File: src/rtl/fdc_seq_pkg.sv
// Package: shared command kinds, field widths and fixed codes for the
// floppy command sequencer. Assumes opcodes are identified by 5 bits.
package fdc_seq_pkg;
    localparam int CLEN_W   = 4;   // holds command lengths up to 9
    localparam int RIDX_W   = 3;   // holds result lengths up to 7
    localparam int OPC_W    = 5;
    localparam logic [7:0] BAD_CMD_BYTE = 8'h80;

    typedef enum logic [3:0] {
        K_READ, K_WRITE, K_FORMAT, K_READID, K_RECAL, K_SEEK,
        K_SNSINT, K_SNSDRV, K_SPECIFY, K_CONFIG, K_VERSION, K_INVALID
    } cmd_kind_e;
endpackage

File: src/rtl/fdc_op_decode.sv
// Module: maps the low opcode bits to a command kind, a command length
// and a result length. Purely combinational; assumes high bits are flags.
module fdc_op_decode
    import fdc_seq_pkg::*;
(
    input  logic [OPC_W-1:0]  opc,
    output cmd_kind_e         kind,
    output logic [CLEN_W-1:0] clen,
    output logic [RIDX_W-1:0] rlen
);
    // Decode table of opcode to kind and lengths.
    always_comb begin
        case (opc)
            5'h06:   begin kind = K_READ;    clen = 4'd9; rlen = 3'd7; end
            5'h05:   begin kind = K_WRITE;   clen = 4'd9; rlen = 3'd7; end
            5'h0D:   begin kind = K_FORMAT;  clen = 4'd6; rlen = 3'd0; end
            5'h0A:   begin kind = K_READID;  clen = 4'd2; rlen = 3'd7; end
            5'h07:   begin kind = K_RECAL;   clen = 4'd2; rlen = 3'd0; end
            5'h0F:   begin kind = K_SEEK;    clen = 4'd3; rlen = 3'd0; end
            5'h08:   begin kind = K_SNSINT;  clen = 4'd1; rlen = 3'd2; end
            5'h04:   begin kind = K_SNSDRV;  clen = 4'd2; rlen = 3'd1; end
            5'h03:   begin kind = K_SPECIFY; clen = 4'd3; rlen = 3'd0; end
            5'h13:   begin kind = K_CONFIG;  clen = 4'd4; rlen = 3'd0; end
            5'h10:   begin kind = K_VERSION; clen = 4'd1; rlen = 3'd1; end
            default: begin kind = K_INVALID; clen = 4'd1; rlen = 3'd1; end
        endcase
    end
endmodule

File: src/rtl/fdc_ready_timer.sv
// Module: holds the ready flag low for HOLD_CYC cycles after each
// accepted access. Assumes accesses are only accepted while ready.
module fdc_ready_timer #(
    parameter int HOLD_CYC = 3
) (
    input  logic clk,
    input  logic rst_n,
    input  logic access,
    output logic ready
);
    localparam int CW = (HOLD_CYC < 1) ? 1 : $clog2(HOLD_CYC + 1);
    localparam logic [CW-1:0] LOAD = CW'(HOLD_CYC);

    logic [CW-1:0] cnt_q;

    // Load the hold-off on access, count down to zero otherwise.
    always_ff @(posedge clk) begin
        if (!rst_n)           cnt_q <= '0;
        else if (access)      cnt_q <= LOAD;
        else if (cnt_q != '0) cnt_q <= cnt_q - 1'b1;
    end

    assign ready = (cnt_q == '0);
endmodule

File: src/rtl/fdc_result_mux.sv
// Module: selects the result byte for the current command kind and index.
// Assumes idx stays below the result length of the kind.
module fdc_result_mux
    import fdc_seq_pkg::*;
(
    input  cmd_kind_e         kind,
    input  logic [RIDX_W-1:0] idx,
    input  logic              dir,
    input  logic              head,
    input  logic [1:0]        unit,
    input  logic [7:0]        st0,
    input  logic [7:0]        st1,
    input  logic [7:0]        st2,
    input  logic [7:0]        st3,
    input  logic [7:0]        pcn,
    input  logic [31:0]       id,
    input  logic [7:0]        ver,
    output logic [7:0]        rdata
);
    logic [7:0] st0_tag, st3_tag;
    assign st0_tag = {st0[7:3], head, unit};
    assign st3_tag = {st3[7:3], head, unit};

    // Pick the byte; zero outside the result phase.
    always_comb begin
        rdata = 8'h00;
        if (dir) begin
            case (kind)
                K_READ, K_WRITE, K_READID: begin
                    case (idx)
                        3'd0:    rdata = st0_tag;
                        3'd1:    rdata = st1;
                        3'd2:    rdata = st2;
                        3'd3:    rdata = id[31:24];
                        3'd4:    rdata = id[23:16];
                        3'd5:    rdata = id[15:8];
                        default: rdata = id[7:0];
                    endcase
                end
                K_SNSINT:  rdata = (idx == 3'd0) ? st0 : pcn;
                K_SNSDRV:  rdata = st3_tag;
                K_VERSION: rdata = ver;
                default:   rdata = BAD_CMD_BYTE;
            endcase
        end
    end
endmodule

File: src/rtl/fdc_cmd_seq.sv
// Module: top of the command-phase sequencer. Counts command bytes per
// opcode, then presents result bytes and returns to idle. Assumes one
// access per strobe cycle; strobes that do not match the state are dropped.
module fdc_cmd_seq
    import fdc_seq_pkg::*;
#(
    parameter int HOLD_CYC = 3
) (
    input  logic        clk,
    input  logic        rst_n,
    input  logic        host_wr,
    input  logic        host_rd,
    input  logic [7:0]  host_wdata,
    output logic [7:0]  host_rdata,
    output logic        stat_ready,
    output logic        stat_dir,
    output logic        stat_busy,
    input  logic [7:0]  stub_st0,
    input  logic [7:0]  stub_st1,
    input  logic [7:0]  stub_st2,
    input  logic [7:0]  stub_st3,
    input  logic [7:0]  stub_pcn,
    input  logic [31:0] stub_id,
    input  logic [7:0]  stub_ver
);
    cmd_kind_e          dec_kind, kind_q;
    logic [CLEN_W-1:0]  dec_clen, clen_q, cur_clen, cnt_q;
    logic [RIDX_W-1:0]  dec_rlen, rlen_q, cur_rlen, ridx_q;
    logic               dir_q, head_q, wr_acc, rd_acc;
    logic [1:0]         unit_q;

    fdc_op_decode u_dec (
        .opc  (host_wdata[OPC_W-1:0]),
        .kind (dec_kind),
        .clen (dec_clen),
        .rlen (dec_rlen)
    );

    fdc_ready_timer #(.HOLD_CYC(HOLD_CYC)) u_rdy (
        .clk    (clk),
        .rst_n  (rst_n),
        .access (wr_acc | rd_acc),
        .ready  (stat_ready)
    );

    assign wr_acc   = host_wr && stat_ready && !dir_q;
    assign rd_acc   = host_rd && stat_ready &&  dir_q;
    assign cur_clen = (cnt_q == '0) ? dec_clen : clen_q;
    assign cur_rlen = (cnt_q == '0) ? dec_rlen : rlen_q;

    // Command/result sequencing state.
    always_ff @(posedge clk) begin
        if (!rst_n) begin
            kind_q <= K_INVALID;
            clen_q <= '0;
            rlen_q <= '0;
            cnt_q  <= '0;
            ridx_q <= '0;
            dir_q  <= 1'b0;
            head_q <= 1'b0;
            unit_q <= 2'd0;
        end else if (wr_acc) begin
            if (cnt_q == '0) begin
                kind_q <= dec_kind;
                clen_q <= dec_clen;
                rlen_q <= dec_rlen;
            end
            if (cnt_q == CLEN_W'(1)) begin
                head_q <= host_wdata[2];
                unit_q <= host_wdata[1:0];
            end
            if (cnt_q + 1'b1 == cur_clen) begin
                cnt_q  <= '0;
                ridx_q <= '0;
                dir_q  <= (cur_rlen != '0);
            end else begin
                cnt_q <= cnt_q + 1'b1;
            end
        end else if (rd_acc) begin
            if (ridx_q + 1'b1 == rlen_q) begin
                ridx_q <= '0;
                dir_q  <= 1'b0;
            end else begin
                ridx_q <= ridx_q + 1'b1;
            end
        end
    end

    fdc_result_mux u_mux (
        .kind  (kind_q),
        .idx   (ridx_q),
        .dir   (dir_q),
        .head  (head_q),
        .unit  (unit_q),
        .st0   (stub_st0),
        .st1   (stub_st1),
        .st2   (stub_st2),
        .st3   (stub_st3),
        .pcn   (stub_pcn),
        .id    (stub_id),
        .ver   (stub_ver),
        .rdata (host_rdata)
    );

    assign stat_dir  = dir_q;
    assign stat_busy = dir_q || (cnt_q != '0);
endmodule

File: config.mk
export PLATFORM = sky130hd
export DESIGN_NAME = fdc_cmd_seq
export DESIGN_NICKNAME = d
export VERILOG_FILES = /design/src/rtl/fdc_seq_pkg.sv /design/src/rtl/fdc_op_decode.sv /design/src/rtl/fdc_ready_timer.sv /design/src/rtl/fdc_result_mux.sv /design/src/rtl/fdc_cmd_seq.sv
export SDC_FILE = /design/constraint.sdc
export NUM_CORES = 1
export LEC_CHECK = 0
export ABC_CLOCK_PERIOD_IN_PS = 3500
export BUFFER_PORTS_ARGS = -buffer_cell sky130_fd_sc_hd__buf_2
export CORE_MARGIN = 5
export CORE_UTILIZATION = 49
export CTS_CLUSTER_DIAMETER = 50
export DETAILED_ROUTE_END_ITERATION = 16
export GPL_TIMING_DRIVEN = 0
export MAX_ROUTING_LAYER = met4
export PLACE_DENSITY_LB_ADDON = 0.3
export SKIP_LAST_GASP = 1
export SYNTH_ARGS = -nofsm -noshare
export SYNTH_HDL_FRONTEND = slang
export SYNTH_SLANG_ARGS = --single-unit
export TNS_END_PERCENT = 10
File: constraint.sdc
create_clock -name clk -period 3.5 [get_ports clk]
set_input_delay 0.175 -clock clk [delete_from_list [all_inputs] [get_ports clk]]
set_output_delay 0.175 -clock clk [all_outputs]
set_load 0.02 [all_outputs]
==> metrics.csv <==
stage;metric;value;unit
global_routing;grt_antenna_before_repair;0;
hold_path;min_path_type;in2reg;
yosys;synthCells;328;
global_routing;grt_pass1_wl;12000;um
global_routing;track_usage;23.8;%
yosys;synth_seq_cells;24;
power;power.switching;486;uW
floorplan;initial_core_util;50.3;%
yosys;synth.avg_cell_area;7.25;um^2
power;vdd_drop_max;0.277;mV
yosys;synth_top_cell_area_share;20.2;%
timing;setup_tns;0;ns
timing;fin_crit;3.18;ns
yosys;yosysUniqueCellTypes;52;
place;port_buffers;96;
power;switching_share;42.8;%
route;drc;0;
route;vias;2844;
layout;final_area;3000;um^2
floorplan;ioPinCount;103;
clock_tree;clk_pin_slew_worst_paths;0.09;ns
setup_path;crit_chain;clkbuf_1, inv_1, ha_1, clkbuf_1, nor4_4, a21oi_1, a31o_2, a21oi_1, buf_2;
timing;clock_skew;0.00560;ns
timing;report.final.slew_viol_count;0;
yosys;yosys_warnings;0;
clock_tree;htree_num_levels;1;
setup_path;reg2reg_slack;1.01;ns
setup_path;start_kind;flop;
global_routing;grt_pass1_vias;2588;
layout;nNetsFinal;538;
timing;slew_headroom;60.3;%
clock_tree;cts_inserted_buffers;3;
clock_tree;cts_buffer_depth;2;
layout;multiInputGateArea;1770;um^2
clock_tree;cts-root-buf;clkbuf_8;
route;wl_per_cell;15.6;um
yosys;syn_nets;437;
floorplan;die_h;79.7;um
setup_path;critPathRequiredTime;3.32;ns
power;p_leak;0.00128;uW
setup_path;cp-end-kind;output pin;
clock_tree;cts_tree;done;
route;drt_iter0_markers;180;
power;p_int;650;uW
yosys;ys.flop_type;dfxtp_1;
timing;hold_viol_final;0;
layout;drive_above_1_share;28.1;%
power;power_frac_clock;14.6;%
layout;final.fill_count;426;
global_routing;grt_max_degree;13;
route;drt-pass1-iter-count;5;
setup_path;crit_arrival;3.01;ns
route;routed_wl;7700;um
power;pwr-share-seq;30.8;%
layout;insertedDiodeCount;0;
place;place_area;2940;um^2
setup_path;path_buf_inv;4;
yosys;postSynth.asyncResetShare;0;%
layout;final_util;63.5;%
layout;regArea;480;um^2
yosys;ys_seq_area_share;20.2;%
timing;rsz0062_at_grt;no;
outcome;status;finished clean;
power;power_per_cell_area;379;nW/um^2
timing;max_freq;0.314;GHz
clock_tree;clock_latency;0.27;ns
layout;syn2layout_area_growth;26.1;%
setup_path;crit_family;buffers and inverters;
floorplan;die-area;6340;um^2
place;routabilityCongestion;0.929;
route;viasPerCell;5.76;
yosys;synth-edff-count;0;
setup_path;max_stage_delay;0.48;ns
yosys;synth_top_cell_by_area;dfxtp_1;
clock_tree;clock-sinks;24;
timing;fin_crit_sh;90.9;%
floorplan;die_w;79.7;um
global_routing;grt-ovfl-total;0;
setup_path;critical_path_class;reg2out;
setup_path;path_max_fanout;10;
floorplan;core;4720;um^2
yosys;netlist_area;2380;um^2
floorplan;rows;25;
route;antenna_left;0;
flow_run;max_cap_violations;0;
timing;finalSetupViolations;0;
place;place_hpwl;6270;um
timing;worst_pin_slew;0.593;ns
clock_tree;holdBufCountCts;0;
setup_path;slowest_stage;nor4_4;
yosys;synth_area_leaders;dfxtp_1 20%, ha_1 8.9%, nand2_1 7.7%;
power;combPwrFrac;54.6;%
power groups by stage:
stage | registers (uW) | clock network [uW] | logic, uW
after detailed placement | 356 | 0 | 611
after CTS | 350 | 166 | 614
after global routing | 358 | 183 | 680
after global placement | 355 | 0 | 600
after floorplan | 353 | 0 | 443
final | 350 | 166 | 620
synthesized netlist by cell type, types with 2 or more instances:
library cell	count
nand2_1	49
a21oi_1	32
dfxtp_1	24
nor2_1	24
ha_1	17
clkbuf_1	14
inv_1	14
nand3_1	13
nor3_1	13
nand2b_1	11
a31oi_1	10
o21ai_0	10
a221oi_1	7
a222oi_1	7
mux2_2	7
nor2b_1	7
a31o_2	5
xnor2_1	5
and3_1	4
a211oi_1	3
a22oi_1	3
buf_1	3
nor4_1	3
o21a_1	3
o221ai_1	3
o31ai_1	3
xor2_1	3
a221o_1	2
a32oi_1	2
buf_2	2
nor3b_1	2
o32ai_1	2
or2_2	2
sequential cells by signal, indices dropped and copies added, names as in the netlist:
register,count
rlen_q,3
kind_q,4
stat_dir,1
unit_q,2
cnt_q,4
clen_q,4
ridx_q,3
u_rdy.cnt_q,2
head_q,1
tightest hold or removal path, cell delays in order:
cell,delay (ns)
buf_2,0.10
a31oi_1,0.08
a31o_1,0.17
worst paths after layout:
kind                          start                      to  depth (start not counted)
max reg2reg   cnt_q[0]$_SDFFE_PN0P_  ridx_q[2]$_SDFFE_PN0P_                          8
min reg2reg  clen_q[1]$_SDFFE_PN0P_  clen_q[1]$_SDFFE_PN0P_                          2
min                         host_rd   stat_dir$_SDFFE_PN0P_                          3
max          ridx_q[2]$_SDFFE_PN0P_           host_rdata[4]                          9
metrics by stage:
stage | instances | power (uW) | hold WS [ns] | worst slack (ns)
after floorplan | 328 | 796 | 0.401 | 0.717
after global placement | 491 | 954 | 0.438 | 0.0170
after detailed placement | 491 | 967 | 0.443 | 0.0428
after CTS | 494 | 1130 | 0.293 | 0.147
after global routing | 494 | 1220 | 0.319 | 0.156
final | 494 | 1140 | 0.294 | 0.319
cells by family after synthesis:
| group | Yosys count | synth area share, % |
|---|---|---|
| flops | 24 | 20.2 |
| buf+inv | 34 | 5.79 |
| simple gates | 136 | 27.9 |
| compound gates | 102 | 30.8 |
| fa+ha+maj | 17 | 8.95 |
| mux | 7 | 3.32 |
| xor+xnor | 8 | 2.95 |
cell usage in the layout, fill, tap and decap left out, types with 3 or more instances in the layout:
| master | instances |
|---|---|
| buf_2 | 98 |
| nor2_1 | 24 |
| xnor2_1 | 5 |
| xor2_1 | 3 |
| o31ai_1 | 3 |
| nand2_1 | 49 |
| a31o_2 | 5 |
| mux2_2 | 7 |
| clkbuf_1 | 14 |
| o21ai_0 | 10 |
| a21oi_1 | 32 |
| o21a_1 | 3 |
| nor2b_1 | 7 |
| ha_1 | 17 |
| and3_1 | 4 |
| o221ai_1 | 3 |
| nand3_1 | 13 |
| nor3_1 | 13 |
| buf_1 | 3 |
| nand2b_1 | 11 |
| dfxtp_1 | 24 |
| clkbuf_8 | 3 |
| a31oi_1 | 10 |
| inv_1 | 14 |
| a211oi_1 | 3 |
| a222oi_1 | 7 |
| a22oi_1 | 3 |
| a221oi_1 | 7 |
per-layer routing:
metal  vias up  share of wire [%]  global-route usage [%]  wire length, um
met4         0                2.1                    8.59              158
met5         -                  0                       -                0
met1      1266                 40                    29.1             3110
met3        13                9.8                    3.39              757
met2       151                 48                    39.9             3680
li1       1414                  -                       -                -
cell type report:
type / instances / share of cell area, %
Clock buffer: 3 / 1.38
Inverter: 14 / 1.75
Tap cell: 67 / 2.80
Buffer: 20 / 2.84
Multi-Input combinational cell: 270 / 59.2
Sequential cell: 24 / 16.0
Timing Repair Buffer: 96 / 16.0
repair_timing:
action / in CTS / in global routing
gates resized for setup: 1 / 1
setup buffers: 0 / 0
cloned: 0 / 0
hold endpoints to repair: 0 / 0
endpoints found under the setup margin: 6 / 2
(Power assumes the default switching activity.)
